--- src/rtl/dslp_pkg.sv ---
package dslp_pkg;

    localparam int DIV_W  = 3;
    localparam int WORD_W = 16;

    typedef enum logic [1:0] {
        ADDR_CTRL = 2'd0,
        ADDR_TMO  = 2'd1,
        ADDR_BRT  = 2'd2
    } reg_addr_e;

    typedef struct packed {
        logic [DIV_W-1:0] div;
        logic             blank;
        logic             bl_en;
        logic             auto_en;
        logic             sleep;
    } ctrl_t;

    typedef enum logic [1:0] {
        IRQ_IDLE = 2'd0,
        IRQ_WAIT = 2'd1,
        IRQ_ACT  = 2'd2
    } irq_st_e;

    function automatic logic [WORD_W-1:0] ctrl_pack(ctrl_t c);
        logic [WORD_W-1:0] w;
        w        = '0;
        w[1]     = c.sleep;
        w[2]     = c.auto_en;
        w[3]     = c.bl_en;
        w[4]     = c.blank;
        w[11:9]  = c.div;
        return w;
    endfunction

    function automatic ctrl_t ctrl_unpack(logic [WORD_W-1:0] w);
        ctrl_t c;
        c.sleep   = w[1];
        c.auto_en = w[2];
        c.bl_en   = w[3];
        c.blank   = w[4];
        c.div     = w[11:9];
        return c;
    endfunction

endpackage

--- src/rtl/dslp_core.sv ---
module dslp_core
    import dslp_pkg::*;
#(
    parameter int TMO_W = 16
) (
    input  logic             clk,
    input  logic             rst,
    input  logic             ctrl_we,
    input  ctrl_t            ctrl_wdata,
    input  logic             tmo_we,
    input  logic [TMO_W-1:0] tmo_wdata,
    input  logic             frame_end,
    input  logic             line_end,
    input  logic             disp_load,
    input  logic             pwr_req,
    output ctrl_t            ctrl_o,
    output logic             irq_o
);

    ctrl_t            ctrl_q, ctrl_d;
    logic [TMO_W-1:0] tmo_q, cnt_q, cnt_d;
    logic             missed_q, missed_d;
    irq_st_e          st_q, st_d;
    logic             activity, auto_fire, missed_set, pulse_done, wake;

    always_comb begin
        activity   = disp_load | pwr_req;
        auto_fire  = ctrl_q.auto_en & ~ctrl_q.sleep & frame_end & ~activity
                     & (cnt_q == TMO_W'(1));
        missed_set = ctrl_q.sleep & disp_load;
        pulse_done = (st_q == IRQ_ACT) & line_end;

        ctrl_d = ctrl_q;
        if (ctrl_we)    ctrl_d = ctrl_wdata;
        if (auto_fire)  ctrl_d.sleep = 1'b1;
        if (pwr_req)    ctrl_d.sleep = 1'b0;
        if (missed_set) ctrl_d.blank = 1'b1;

        missed_d = (missed_q & ~pulse_done) | missed_set;
        wake     = ctrl_q.sleep & ~ctrl_d.sleep;
        if (wake & missed_d) ctrl_d.blank = 1'b1;

        st_d = st_q;
        case (st_q)
            IRQ_IDLE: if (wake & missed_d) st_d = IRQ_WAIT;
            IRQ_WAIT: if (line_end)        st_d = IRQ_ACT;
            IRQ_ACT:  if (line_end)        st_d = IRQ_IDLE;
            default:                       st_d = IRQ_IDLE;
        endcase

        if (tmo_we)
            cnt_d = tmo_wdata;
        else if (activity | ctrl_q.sleep | ~ctrl_q.auto_en | auto_fire)
            cnt_d = tmo_q;
        else if (frame_end && cnt_q != '0)
            cnt_d = cnt_q - TMO_W'(1);
        else
            cnt_d = cnt_q;
    end

    always_ff @(posedge clk) begin
        if (rst) begin
            ctrl_q   <= '0;
            tmo_q    <= '0;
            cnt_q    <= '0;
            missed_q <= 1'b0;
            st_q     <= IRQ_IDLE;
        end else begin
            ctrl_q   <= ctrl_d;
            cnt_q    <= cnt_d;
            missed_q <= missed_d;
            st_q     <= st_d;
            if (tmo_we) tmo_q <= tmo_wdata;
        end
    end

    assign ctrl_o = ctrl_q;
    assign irq_o  = (st_q == IRQ_ACT);

    p_pwr_wakes_r3: assert property (@(posedge clk) disable iff (rst)
        pwr_req |=> !ctrl_o.sleep);

    p_cnt_bound_r4: assert property (@(posedge clk) disable iff (rst)
        cnt_q <= tmo_q);

    p_no_auto_sleep_r6: assert property (@(posedge clk) disable iff (rst)
        (!ctrl_q.auto_en && !ctrl_we && !ctrl_q.sleep) |=> !ctrl_o.sleep);

    p_missed_blank_r7: assert property (@(posedge clk) disable iff (rst)
        (ctrl_o.sleep && disp_load) |=> ctrl_o.blank);

    p_irq_hold_r8: assert property (@(posedge clk) disable iff (rst)
        (irq_o && !line_end) |=> irq_o);

    p_irq_drop_r8: assert property (@(posedge clk) disable iff (rst)
        (irq_o && line_end) |=> !irq_o);

endmodule

--- src/rtl/dslp_pwm.sv ---
module dslp_pwm #(
    parameter int BRT_W = 8
) (
    input  logic             clk,
    input  logic             rst,
    input  logic             en_i,
    input  logic [BRT_W-1:0] level_i,
    output logic             pwm_o
);

    logic [BRT_W-1:0] phase_q;

    always_ff @(posedge clk) begin
        if (rst) phase_q <= '0;
        else     phase_q <= phase_q + BRT_W'(1);
    end

    assign pwm_o = en_i & (phase_q < level_i);

endmodule

--- src/rtl/dslp_dotdiv.sv ---
module dslp_dotdiv
    import dslp_pkg::*;
(
    input  logic             clk,
    input  logic             rst,
    input  logic [DIV_W-1:0] div_i,
    output logic             ce_o
);

    logic [DIV_W-1:0] cnt_q;

    always_ff @(posedge clk) begin
        if (rst)       cnt_q <= '0;
        else if (ce_o) cnt_q <= '0;
        else           cnt_q <= cnt_q + DIV_W'(1);
    end

    assign ce_o = (cnt_q == div_i);

    p_ce_gap_r10: assert property (@(posedge clk) disable iff (rst)
        (ce_o && div_i != '0) |=> (!ce_o || !$stable(div_i)));

endmodule

--- src/rtl/dslp_top.sv ---
module dslp_top
    import dslp_pkg::*;
#(
    parameter int TMO_W = 16,
    parameter int BRT_W = 8
) (
    input  logic        clk,
    input  logic        rst,
    input  logic        reg_we,
    input  logic [1:0]  reg_addr,
    input  logic [15:0] reg_wdata,
    output logic [15:0] ctrl_rd,
    input  logic        frame_end,
    input  logic        line_end,
    input  logic        disp_load,
    input  logic        pwr_req,
    output logic        panel_en,
    output logic        self_refresh_req,
    output logic        blank_out,
    output logic        backlight_on,
    output logic        bright_pwm,
    output logic        dot_clk_en,
    output logic        irq
);

    ctrl_t            ctrl;
    logic             ctrl_we, tmo_we, brt_we;
    logic [BRT_W-1:0] brt_q;
    logic             unused_wdata_bits;

    assign ctrl_we = reg_we & (reg_addr == ADDR_CTRL);
    assign tmo_we  = reg_we & (reg_addr == ADDR_TMO);
    assign brt_we  = reg_we & (reg_addr == ADDR_BRT);
    assign unused_wdata_bits = ^reg_wdata[WORD_W-1:BRT_W];

    always_ff @(posedge clk) begin
        if (rst)         brt_q <= '0;
        else if (brt_we) brt_q <= reg_wdata[BRT_W-1:0];
    end

    dslp_core #(.TMO_W(TMO_W)) u_core (
        .clk        (clk),
        .rst        (rst),
        .ctrl_we    (ctrl_we),
        .ctrl_wdata (ctrl_unpack(reg_wdata)),
        .tmo_we     (tmo_we),
        .tmo_wdata  (reg_wdata[TMO_W-1:0]),
        .frame_end  (frame_end),
        .line_end   (line_end),
        .disp_load  (disp_load),
        .pwr_req    (pwr_req),
        .ctrl_o     (ctrl),
        .irq_o      (irq)
    );

    dslp_pwm #(.BRT_W(BRT_W)) u_pwm (
        .clk     (clk),
        .rst     (rst),
        .en_i    (backlight_on),
        .level_i (brt_q),
        .pwm_o   (bright_pwm)
    );

    dslp_dotdiv u_div (
        .clk   (clk),
        .rst   (rst),
        .div_i (ctrl.div),
        .ce_o  (dot_clk_en)
    );

    assign ctrl_rd          = ctrl_pack(ctrl);
    assign panel_en         = ~ctrl.sleep;
    assign self_refresh_req = ctrl.sleep;
    assign blank_out        = ctrl.blank;
    assign backlight_on     = ctrl.bl_en & ~ctrl.sleep;

endmodule

--- config.mk ---
export PLATFORM = sky130hd
export DESIGN_NAME = dslp_top
export DESIGN_NICKNAME = d
export VERILOG_FILES = /design/src/rtl/dslp_pkg.sv /design/src/rtl/dslp_core.sv /design/src/rtl/dslp_pwm.sv /design/src/rtl/dslp_dotdiv.sv /design/src/rtl/dslp_top.sv
export SDC_FILE = /design/constraint.sdc
export NUM_CORES = 1
export LEC_CHECK = 0
export ABC_AREA = 1
export BUFFER_PORTS_ARGS = -buffer_cell sky130_fd_sc_hd__buf_4
export CORE_MARGIN = 5
export CORE_UTILIZATION = 62
export DETAILED_ROUTE_END_ITERATION = 8
export PLACE_DENSITY_LB_ADDON = 0.05
export REMOVE_ABC_BUFFERS = 1
export SYNTH_ARGS = -nofsm -noshare
export SYNTH_HDL_FRONTEND = slang
export SYNTH_HIERARCHICAL = 1
export SYNTH_SLANG_ARGS = --single-unit
--- constraint.sdc ---
create_clock -name clk -period 3.2 [get_ports clk]
set_input_delay 0.32 -clock clk [delete_from_list [all_inputs] [get_ports clk]]
set_output_delay 0.32 -clock clk [all_outputs]
set_load 0.01 [all_outputs]
Word level (Yosys, flattened, before mapping):

Cells that the tools add are included.

* $add $sub $neg: 3
* bitwise logic cells: 24
* muxes and demuxes: 12
* magnitude comparators: 1
* reductions and logical operators: 8
* equality and inequality tests: 9

Operators with widths (count)
* 2-to-1 mux 16 bit: 3
* equality test 16 x 1 -> 1 bit, second input constant: 1
* nonzero test 16 bit: 1
* subtractor 16 x 1 -> 16 bit, second input constant: 1
* bitwise AND 1 bit: 14
* adder 8 x 1 -> 8 bit, second input constant: 1
* less-than comparator 8 bit: 1
* 2-to-1 mux 2 bit: 3
* case mux 2 bit (3 select lines): 1
* nonzero test 3 bit: 2
* NOT 1 bit: 5
* OR 1 bit: 5
* equality test 2 x 1 -> 1 bit, second input constant: 2
* equality test 2 bit, second input constant: 2
* zero test 2 bit: 2
* 2-to-1 mux 1 bit: 4
* 2-to-1 mux 4 bit: 1
* inequality test 2 bit, second input constant: 2
* adder 3 x 1 -> 3 bit, second input constant: 1
* equality test 3 bit: 1
* AND reduction 3 bit: 1
* inequality test 2 x 1 -> 1 bit, second input constant: 1
* OR reduction 2 bit: 1
* logical AND 1 bit: 1

* logic and storage cells: 69
* register bits after elaboration: 61

Depth between registers and ports, before layout:

* word-level depth: 12
* gate-level depth with buffers: 12

Modules after synthesis:

The synthesis kept the hierarchy.

Modules (own cells, without submodules)
* dslp_core: area an instance 2432.3 µm², seq. area each 840.8 µm², cells an instance 383, times used 1
* dslp_pwm: area an instance 519.2 µm², seq. area each 160.2 µm², cells an instance 76, times used 1
* dslp_top: area an instance 462.9 µm², seq. area each 160.2 µm², cells an instance 70, times used 1
* dslp_dotdiv: area an instance 166.4 µm², seq. area each 60.1 µm², cells an instance 24, times used 1

Least setup slack after synthesis:

OpenSTA, ideal clock, no wires.

* kind: flip-flop to flip-flop
* from: register u_core.cnt_q[1]
* to: register u_core.cnt_q[11]
* path buffers: 1
* arrival: 1.439 ns
* data required time: 3.134 ns
* cell stages (with the launch flop): 13
* slack: 1.695 ns
* cell sequence: dfxtp_1 -> inv_1 -> ha_1 -> nand2_1 -> inv_1 -> nand2_1 -> nor2_1 -> a21oi_4 -> nand2_2 -> buf_6 -> nand2_1 -> nand2_1 -> a21oi_2

* cells in the longest elaborated chain, start to end: 5

RTL lines
* start: declaration: line dslp_core.sv:21 `logic [TMO_W-1:0] tmo_q, cnt_q, cnt_d;`
* start signal: assignment: line dslp_core.sv:70 `cnt_q <= cnt_d;`
* branches (longest 5 deep; another with subtractor 16 x 1 -> 16 bit)

Several ways; the timed one is not identified. The select of a mux whose other input is x is not followed.
A chain may end at the register's enable or synchronous reset.

Worst setup path in the final report:

* from: register u_core.cnt_q[1]
* to: register u_core.cnt_q[4]

The elaborated chain is that of the path after synthesis.

==> qor.yml <==
run_status:
  status: "complete, no violations"
power:
  pwr_density_cell_nw_per_um2: 427.0
  total_leakage_power_nw: 1.973
  irDropWorstVdd_uv: 329.4
drt:
  ant_nets: 0
  vias: 3368
  drt-total-wl_mm: 8.058
  drtPass1Iterations: 4
  first_iter_violations: 270
  drc: 0
  avgRoutedWirePerCell_um: 12.19
  vias_per_cell: 5.095
timing:
  maxSlewHeadroom: 0.5174
  fin_tns_setup_ns: 0
  clock.fmax_mhz: 524.6
  fin_crit_sh: 0.5957
  slew_violations: 0
  rsz0062_at_grt: "no"
  fin_crit_ns: 1.906
  report.final.setup_viol: 0
  finalHoldViolCount: 0
  worstMarginPinSlew_ns: 0.7232
  skew_ns: 0.007309
clocking:
  cts_buffer_depth: 2
  htree_levels: 3
  clk_latency_ns: 0.34
  cts_tree: "done"
  cts_setup_buffers: 0
  cts_num_sinks: 61
  cts-resized-gates: 0
  ctsHoldBuffers: 0
  cts-buffers-inserted: 9
  cts-root-buf: "clkbuf_8"
  clk_pin_slew_ns: 0.07
worst_setup_path:
  cp.depth: 11
  crit_type: "register to register"
  critPathLaunchType: "register"
  r2r_cells: 11
  rrSetupSlack_ns: 1.29
  slowest_delay_ns: 0.33
  startpoint: "u_core/cnt_q[1]$_SDFFE_PP0P_"
  critical_path_required_ns: 3.47
  crit_arrival_ns: 2.17
  cp-endpoint: "u_core/cnt_q[4]$_SDFFE_PP0P_"
  cp_slowest_cell: "a21oi_4"
  reg2reg_from: "u_core/cnt_q[1]$_SDFFE_PP0P_"
  crit_fanout: 16
  r2r-end: "u_core/cnt_q[4]$_SDFFE_PP0P_"
  path_cells: "inv_1 > ha_1 > nand2_1 > inv_1 > nand2_1 > nor2_1 > a21oi_4 > nand2_2 > nand2_1 > nand2_1 > a21oi_1"
  crit_buf_inv: 2
  cp-end-kind: "register"
  critPathTopFamily: "simple AND/OR/NAND/NOR gates"
  crit_top_cell: "nand2_1"
logic_synthesis:
  synth-simple-area-share: 0.3753
  synth_top_area_cell: "dfxtp_1"
  netlist_area_um2: 3581
  synth_common_cells: "nand2_1 (167), inv_1 (75), nor2_1 (63), dfxtp_1 (61), a21oi_1 (33)"
  synthMuxAreaShare: 0
  yosysMostFrequentCell: "nand2_1"
  synth_compound_area_frac: 0.09294
  ys_top_cells_by_area: "dfxtp_1 (34%), nand2_1 (18%), inv_1 (7.9%)"
  synth_ff_type: "dfxtp_1"
  synth-xor-area-share: 0.01223
  yosys_warnings: 6
  synth_fa_ha_area_frac: 0.04193
  synth_async_sr_flop_share: 0
  synth_top_family_by_area: "simple AND/OR/NAND/NOR gates"
  avgSynthCellArea_um2: 6.475
  syn-instance-count: 553
  synth_cell_types: 28
  seq_area_frac_synth: 0.3410
  synth_edf_count: 0
  synth_top_area_frac: 0.3410
  ys_ff_latch: 61
placed_design:
  placed_area_um2: 3844
  place_hpwl_mm: 5.726
  place.gp.congestion: 0.8426
  port_buffers: 38
final_layout:
  area_delta_synth_final_pct: 11.43
  seqCellArea_um2: 1221
  nNetsFinal: 623
  layout-drive-gt1-share: 0.1681
  post-route-cell-area_um2: 3990
  antenna_cells: 0
  multi_input_area_um2: 1909
  fillerInstances: 492
global_routing:
  grt_util_all_layers: 0.2336
  grt_first_pass_wirelength_mm: 13.85
  grt_max_degree: 28
  grt_pass1_vias: 3178
  antenna_found_initial: 0
  grt_overflow: 0
floorplanning:
  die_height_um: 86
  die_x_um: 86
  die_area_um2: 7396
  core.rowCount: 27
  start_util: 0.6424
  core_um2: 5574
  pin_count: 48
run:
  drv_cap: 0
hold_path:
  hp-class: "input port to register"
power by group:
group | leakage, nW | internal, mW | switching (mW)
Clock | 0.0788 | 0.268 | 0.287
Sequential | 0.497 | 0.792 | 0.0250
Combinational | 1.40 | 0.122 | 0.209
Total | 1.97 | 1.18 | 0.521
layout make-up:
cell class / instances / share of cell area
multi-input cells: 389 / 0.4785
flip-flops and latches: 61 / 0.3061
inverters: 84 / 0.07902
repair buffers: 41 / 0.07714
clock buffers: 11 / 0.03293
well taps: 72 / 0.02258
clock inverters: 3 / 0.003763
stage by stage:
stage	setup slack [ns]	std cells	hold WS, ns	power [mW]	utilization
5_1_grt	1.030	661	0.2122	1.809	0.7158
6_report	1.294	661	0.2099	1.704	0.7158
4_1_cts	1.280	661	0.2006	1.718	0.7158
2_1_floorplan	0.5284	534	0.3867	1.058	-
3_3_place_gp	1.339	647	0.4485	1.154	0.6896
3_5_place_dp	1.301	647	0.4592	1.163	0.6896
layout by cell type, fill, tap and decap left out, types with 2 or more instances in the layout:
| cell | Yosys | final |
|---|---|---|
| a21oi_2 | 9 | 9 |
| nor2_4 | 2 | 2 |
| buf_4 | 11 | 41 |
| a21oi_1 | 33 | 33 |
| dfxtp_1 | 61 | 61 |
| ha_1 | 12 | 12 |
| conb_1 | 1 | 9 |
| xor2_1 | 2 | 2 |
| inv_2 | 9 | 9 |
| clkinv_2 | 0 | 3 |
| nand2_2 | 16 | 16 |
| nand3_2 | 2 | 2 |
| nand4_1 | 18 | 18 |
| clkbuf_8 | 0 | 9 |
| nand3_4 | 2 | 2 |
| o21ai_0 | 12 | 12 |
| nor2_1 | 63 | 63 |
| nand2_1 | 167 | 167 |
| xnor2_1 | 3 | 3 |
| inv_1 | 75 | 75 |
| clkbuf_1 | 9 | 2 |
| nor2_2 | 3 | 3 |
| nand3_1 | 30 | 30 |
worst min path at each step:
stage,cells after the start,startpoint,to
after floorplan,1,rst,u_pwm/phase_q[0]$_SDFF_PP0_
after global placement,1,u_div/cnt_q[0]$_SDFF_PP0_,u_div/cnt_q[0]$_SDFF_PP0_
after detailed placement,1,u_div/cnt_q[0]$_SDFF_PP0_,u_div/cnt_q[0]$_SDFF_PP0_
after CTS,3,reg_wdata[6],brt_q[6]$_SDFFE_PP0P_
after global routing,3,reg_wdata[6],brt_q[6]$_SDFFE_PP0P_
final,3,reg_wdata[6],brt_q[6]$_SDFFE_PP0P_
worst reg2reg max path: stages (launching register included):
cell     delay [ns]
dfxtp_1        0.31
inv_1          0.10
ha_1           0.21
nand2_1        0.06
inv_1          0.03
nand2_1        0.04
nor2_1         0.06
a21oi_4        0.33
nand2_2        0.32
nand2_1        0.15
nand2_1        0.06
a21oi_1        0.16
kinds of logic after synthesis:
| family | count (synthesis) |
|---|---|
| flops | 61 |
| buf+inv | 111 |
| compound gates | 57 |
| other cells | 1 |
| simple gates | 306 |
| fa+ha+maj | 12 |
| xor+xnor | 5 |
flip-flops by register name, indices dropped and copies added, names as in the netlist:
| name | count |
|---|---|
| u_div/cnt_q | 3 |
| u_pwm/phase_q | 8 |
| brt_q | 8 |
| u_core/st_q | 2 |
| u_core/missed_q | 1 |
| u_core/cnt_q | 16 |
| u_core/ctrl_o | 7 |
| u_core/tmo_q | 16 |
per-layer routing:
| metal | global-route usage | vias up | share of wire |
|---|---|---|---|
| met3 | 0.04611 | 16 | 0.049 |
| met5 | 0 | - | 0 |
| li1 | - | 1761 | - |
| met4 | 0.1137 | 0 | 0.022 |
| met2 | 0.3910 | 83 | 0.48 |
| met1 | 0.2850 | 1508 | 0.45 |
No activity file was read; power rests on OpenSTA's default activity.
